===== src/rtl/polar_pair_pkg.sv =====
package polar_pair_pkg;

    typedef enum logic [0:0] {
        ST_IDLE = 1'b0,
        ST_OUT  = 1'b1
    } pair_state_e;

    typedef struct packed {
        logic odd;
        logic even;
    } pair_bits_t;

endpackage


===== src/rtl/pair_mag_cmp.sv =====
module pair_mag_cmp #(
    parameter int MAG_W = 4
) (
    input  logic [MAG_W-1:0] mag_c,
    input  logic [MAG_W-1:0] mag_d,
    output logic             c_gt,
    output logic             d_gt
);
    always_comb begin
        c_gt = (mag_c > mag_d);
        d_gt = (mag_d > mag_c);
    end
endmodule


===== src/rtl/pair_decide.sv =====
module pair_decide
    import polar_pair_pkg::*;
(
    input  logic       sign_c,
    input  logic       sign_d,
    input  logic       c_gt,
    input  logic       d_gt,
    input  logic       frz_odd,
    input  logic       frz_even,
    output pair_bits_t pair
);
    logic sign_diff;
    logic sum_neg;

    always_comb begin
        sign_diff = sign_c ^ sign_d;
        // negative sum: both negative, or the negative side dominates strictly
        sum_neg   = (sign_c & sign_d)
                  | (sign_c & ~sign_d & c_gt)
                  | (~sign_c & sign_d & d_gt);
        unique case ({frz_odd, frz_even})
            2'b00: begin
                pair.odd  = sign_diff;
                pair.even = sign_d;
            end
            2'b10: begin
                pair.odd  = 1'b0;
                pair.even = sum_neg;
            end
            2'b01: begin
                pair.odd  = sign_diff;
                pair.even = 1'b0;
            end
            default: begin
                pair.odd  = 1'b0;
                pair.even = 1'b0;
            end
        endcase
    end
endmodule


===== src/rtl/polar_pair_node.sv =====
module polar_pair_node
    import polar_pair_pkg::*;
#(
    parameter int LLR_W = 5
) (
    input  logic             clk,
    input  logic             rst_n,
    input  logic             in_valid,
    input  logic [LLR_W-1:0] llr_c,
    input  logic [LLR_W-1:0] llr_d,
    input  logic             frz_odd,
    input  logic             frz_even,
    output logic             out_valid,
    output logic             bit_odd,
    output logic             bit_even
);
    localparam int MAG_W = LLR_W - 1;
    localparam int SGN   = LLR_W - 1;

    pair_state_e state_q, state_d;
    pair_bits_t  pair_now, pair_q;
    logic        c_gt, d_gt;

    pair_mag_cmp #(.MAG_W(MAG_W)) i_cmp (
        .mag_c (llr_c[MAG_W-1:0]),
        .mag_d (llr_d[MAG_W-1:0]),
        .c_gt  (c_gt),
        .d_gt  (d_gt)
    );

    pair_decide i_dec (
        .sign_c   (llr_c[SGN]),
        .sign_d   (llr_d[SGN]),
        .c_gt     (c_gt),
        .d_gt     (d_gt),
        .frz_odd  (frz_odd),
        .frz_even (frz_even),
        .pair     (pair_now)
    );

    always_comb begin
        unique case (state_q)
            ST_IDLE: state_d = in_valid ? ST_OUT : ST_IDLE;
            ST_OUT:  state_d = in_valid ? ST_OUT : ST_IDLE;
            default: state_d = ST_IDLE;
        endcase
    end

    always_ff @(posedge clk or negedge rst_n) begin
        if (!rst_n) state_q <= ST_IDLE;
        else        state_q <= state_d;
    end

    always_ff @(posedge clk or negedge rst_n) begin
        if (!rst_n)        pair_q <= '0;
        else if (in_valid) pair_q <= pair_now;
    end

    assign out_valid = (state_q == ST_OUT);
    assign bit_odd   = pair_q.odd;
    assign bit_even  = pair_q.even;
endmodule


===== config.mk =====
export PLATFORM = sky130hd
export DESIGN_NAME = polar_pair_node
export DESIGN_NICKNAME = d
export VERILOG_FILES = /design/src/rtl/polar_pair_pkg.sv /design/src/rtl/pair_mag_cmp.sv /design/src/rtl/pair_decide.sv /design/src/rtl/polar_pair_node.sv
export SDC_FILE = /design/constraint.sdc
export NUM_CORES = 1
export LEC_CHECK = 0
export BUFFER_PORTS_ARGS = -buffer_cell sky130_fd_sc_hd__clkbuf_2
export CORE_AREA = 2 2 39 41
export CTS_CLUSTER_DIAMETER = 150
export DETAILED_ROUTE_END_ITERATION = 7
export DIE_AREA = 0 0 41 43
export PLACE_DENSITY = 0.55
export SYNTH_ARGS = -nofsm -noshare
export SYNTH_HDL_FRONTEND = slang
export SYNTH_HIERARCHICAL = 1
export SYNTH_SLANG_ARGS = --single-unit

===== constraint.sdc =====
create_clock -name clk -period 1.45 [get_ports clk]
set_clock_uncertainty 0.1 [all_clocks]
set_input_delay 0.29 -clock clk [delete_from_list [all_inputs] [get_ports clk]]
set_output_delay 0.29 -clock clk [all_outputs]
set_load 0.02 [all_outputs]

==> results.txt <==
- Total Wirelength: 612 um
* Sequential fraction of the synthesis area: 0.262
* Run status: complete, no violations
- For this design the static power due to leakage is 0.273 nW.
* Die width: 41 um
- The worst path needs 1.42 ns of the cycle, external delays included.
* Count of H-tree levels built during CTS: 1
- Number of pins exceeding their max-slew limit in the final report: 0
- Dividing total power by cell area gives a power density of 703 nW/um^2.
* Part of the total power dissipated in combinational logic: 0.366
- The detailed router finished its first iteration with 0 violations.
* HP Class: input port to flop
* Via count of the first global-routing pass: 268
- On the critical path, the stage with the largest delay is an instance of sky130_fd_sc_hd__a311oi_1.
- The cell sitting at the root of the clock tree is a sky130_fd_sc_hd__clkbuf_4.
- Clock share of power: 0.381
- The clock passes through at most 2 buffers.
- Worst setup path class: input port to flop
- Clock-pin transition on the worst setup and hold timing paths: 0.04 ns
- On the worst path, the slowest cell contributes a delay of 0.21 ns.
- The number of nets in the synthesized netlist is 53.
- From bottom edge to top edge, the die measures 43 um.
- Half-perimeter wire length after placement: 481 um
- Die outline area: 1760 sq um
* Hold violation total from the final report: 0
- Pin count of the biggest net entering global routing: 5
- The tightest hold path in the finished design has a slack of 0.120 ns.
* Sum of negative setup slack: 0 ns
- The region available for standard cell placement spans 1380 sq um.
- Detailed-route DRC error count: 0
* Critical-path cell list: buf_6 -> inv_4 -> ha_4 -> nor2b_4 -> o21bai_4 -> and2_1 -> nand2_1 -> a311oi_1 -> mux2_4
- Along the worst path, the maximum fanout reaches 2.
* Arrival time at the worst endpoint: 1.49 ns
- Setup repair after global routing could not meet its margin everywhere.
* Final design instance area without fill: 541 sq um
- The share of total power dissipated in sequential elements is 0.252.
- Number of buffers created by CTS: 3
- CTS tree: built
- P_int: 274 uW
* Tightest slew margin relative to the limit: 0.849
- DR vias/cell: 4.06
- A synthesized cell averages 9.24 sq um.
* Placer congestion estimate: 0.653
* Switching pwr: 106 uW
- Count of buffering cells on the critical path with inverters included: 2
- Of the available clock period, the critical path in the final layout requires 0.979.
- Of the cells placed in the final design, the portion with a size suffix greater than 1 is 0.611.
- Number of diodes added for antenna fixing: 0
* Routed length per instance: 8.74 um
- Detailed Routing Iterations Pass 1: 1
* Number of cell rows: 14
- After the last flow step, the layout net total stands at 77.
* Worst Max-Slew Pin Slew: 0.225 ns
- The number of antenna violations at the first check in global routing was 0.
- For this run, the number of Yosys warnings is 6.
* Top delay family on crit path: compound AO/OA/AOI/OAI gates
- Initial core utilization: 0.207
- For the worst-skew pair, the clock arrives at the later sink with an insertion delay of 0.23 ns.
* Summed instance area of the synthesized netlist: 287 sq um
- Total routing usage reported by global routing: 0.0804
- STA classifies the critical path startpoint as an input port.
- IR analysis of the VDD net gives a maximum drop of 0.000297 V.
- 18 I/O pins were placed.
- Of the total power, the share spent switching nets is 0.278.
- Setup slack closes at 0.0306 ns.
- For this block, the via count after detailed routing is 284.
* Post-detailed-route count of antenna-violating nets: 0
- Area after detailed placement: 458 sq um
- Counting every instance in the synthesized netlist gives 31.
- Worst setup EP type: flop
- Synthesis inferred 3 register bits.
* Post-Place Worst Slack: -0.288 ns
- The clock drives 3 sinks.
- Synth unique cells: 13
* Max Cap Viol: 0
- Required @ worst endpoint: 1.52 ns
- Measured on the finished design, the core utilization comes to 0.391.
- Global routing finished with a remaining overflow of 0.
- Setup violations remaining at the end of the flow were counted as 0.
* Area growth, synth to finish: 88.6%
- First-pass GRT wire length: 938 um
- Number of buffers inserted to repair setup after CTS: 0
- Port Buf Inserts: 17
- Static timing analysis puts the maximum clock frequency at 0.705 GHz.
==> what timing repair did <==
item / 4_1_cts / 5_1_grt
hold endpoints to repair: 3 / 0
setup endpoints to repair: 1 / 1
resized for setup: 1 / 10
hold buffers: 1 / 0
pin swaps: 2 / 6
==> layer usage <==
metal / GRT usage / part of all wire / vias to the layer above
li1: - / - / 148
met1: 0.100 / 0.40 / 128
met2: 0.106 / 0.54 / 8
met3: 0.0471 / 0.056 / 0
met4: 0.0400 / 0 / 0
met5: 0 / 0 / -
==> through the flow <==
stage / std cells / power (mW)
6_report: 70 / 0.380
3_5_place_dp: 65 / 0.213
4_1_cts: 70 / 0.369
2_1_floorplan: 31 / 0.165
3_3_place_gp: 65 / 0.213
5_1_grt: 70 / 0.414
==> synth_stat cells <==
cell	instances	area (sq um)
sky130_fd_sc_hd__a21oi_1	1	5.00
sky130_fd_sc_hd__a2bb2oi_1	1	8.76
sky130_fd_sc_hd__a311oi_1	1	8.76
sky130_fd_sc_hd__and2_1	1	6.26
sky130_fd_sc_hd__dfrtp_1	3	75.1
sky130_fd_sc_hd__ha_1	7	87.6
sky130_fd_sc_hd__inv_1	6	22.5
sky130_fd_sc_hd__mux2_2	2	22.5
sky130_fd_sc_hd__nand2_1	4	15.0
sky130_fd_sc_hd__nor2_1	2	7.51
sky130_fd_sc_hd__nor2b_1	1	6.26
sky130_fd_sc_hd__nor2b_4	1	13.8
sky130_fd_sc_hd__o21bai_1	1	7.51
==> power groups by stage <==
stage	clock, mW	sequential (mW)	combinational, mW
2_1_floorplan	0	0.107	0.0585
3_3_place_gp	0	0.0967	0.116
3_5_place_dp	0	0.0968	0.116
4_1_cts	0.151	0.0959	0.122
5_1_grt	0.162	0.0968	0.155
6_report	0.145	0.0959	0.139
==> registers in the layout, summed over array words and instances (netlist names) <==
register	count
bit_odd	1
bit_even	1
out_valid	1
==> cell usage in the layout (no fill, tap or decap) <==
cell	instances
sky130_fd_sc_hd__buf_6	3
sky130_fd_sc_hd__buf_4	1
sky130_fd_sc_hd__o21bai_4	1
sky130_fd_sc_hd__nand2_2	1
sky130_fd_sc_hd__inv_1	3
sky130_fd_sc_hd__clkbuf_2	13
sky130_fd_sc_hd__nor2_1	2
sky130_fd_sc_hd__inv_4	1
sky130_fd_sc_hd__ha_1	4
sky130_fd_sc_hd__a311oi_1	1
sky130_fd_sc_hd__a21oi_1	1
sky130_fd_sc_hd__ha_4	3
sky130_fd_sc_hd__nor2b_4	1
sky130_fd_sc_hd__dfrtp_1	3
sky130_fd_sc_hd__mux2_4	1
sky130_fd_sc_hd__inv_6	1
sky130_fd_sc_hd__buf_8	1
sky130_fd_sc_hd__clkbuf_1	1
sky130_fd_sc_hd__nand2_1	3
sky130_fd_sc_hd__a2bb2oi_2	1
sky130_fd_sc_hd__and2_1	1
sky130_fd_sc_hd__clkbuf_4	3
sky130_fd_sc_hd__dlygate4sd3_1	1
sky130_fd_sc_hd__inv_8	1
sky130_fd_sc_hd__mux2_2	1
sky130_fd_sc_hd__nor2b_1	1
==> final cells by class <==
type	instances	area, sq um
Tap cell	16	20.0
Timing Repair Buffer	19	131
Inverter	6	37.5
Multi-Input combinational cell	22	250
Clock buffer	4	26.3
Fill cell	149	843
Sequential cell	3	75.1
==> logic make-up (layout without fill, tap and decap cells) <==
kind of cell	after synthesis	in the layout	synth area share
buffers and inverters	6	29	0.0786
AOI/OAI and AO/OA	4	4	0.105
muxes	2	2	0.0786
DFF	3	3	0.262
and+or+nand+nor	9	9	0.170
adders and majority gates	7	7	0.306
==> final timing paths <==
check                                          start  cells after the start              endpoint  slack (ns)
worst max-delay path                        llr_c[1]                      9  bit_even$_DFFE_PN0P_        0.03
worst min-delay path                        in_valid                      1   out_valid$_DFF_PN0_        0.12
worst max register to register  bit_even$_DFFE_PN0P_                      1  bit_even$_DFFE_PN0P_        0.59
worst min register to register   bit_odd$_DFFE_PN0P_                      1   bit_odd$_DFFE_PN0P_        0.41
max in group asynchronous                      rst_n                      2   bit_odd$_DFFE_PN0P_        0.83
min in group asynchronous                      rst_n                      2  bit_even$_DFFE_PN0P_        0.30
(Power assumes the default switching activity.)
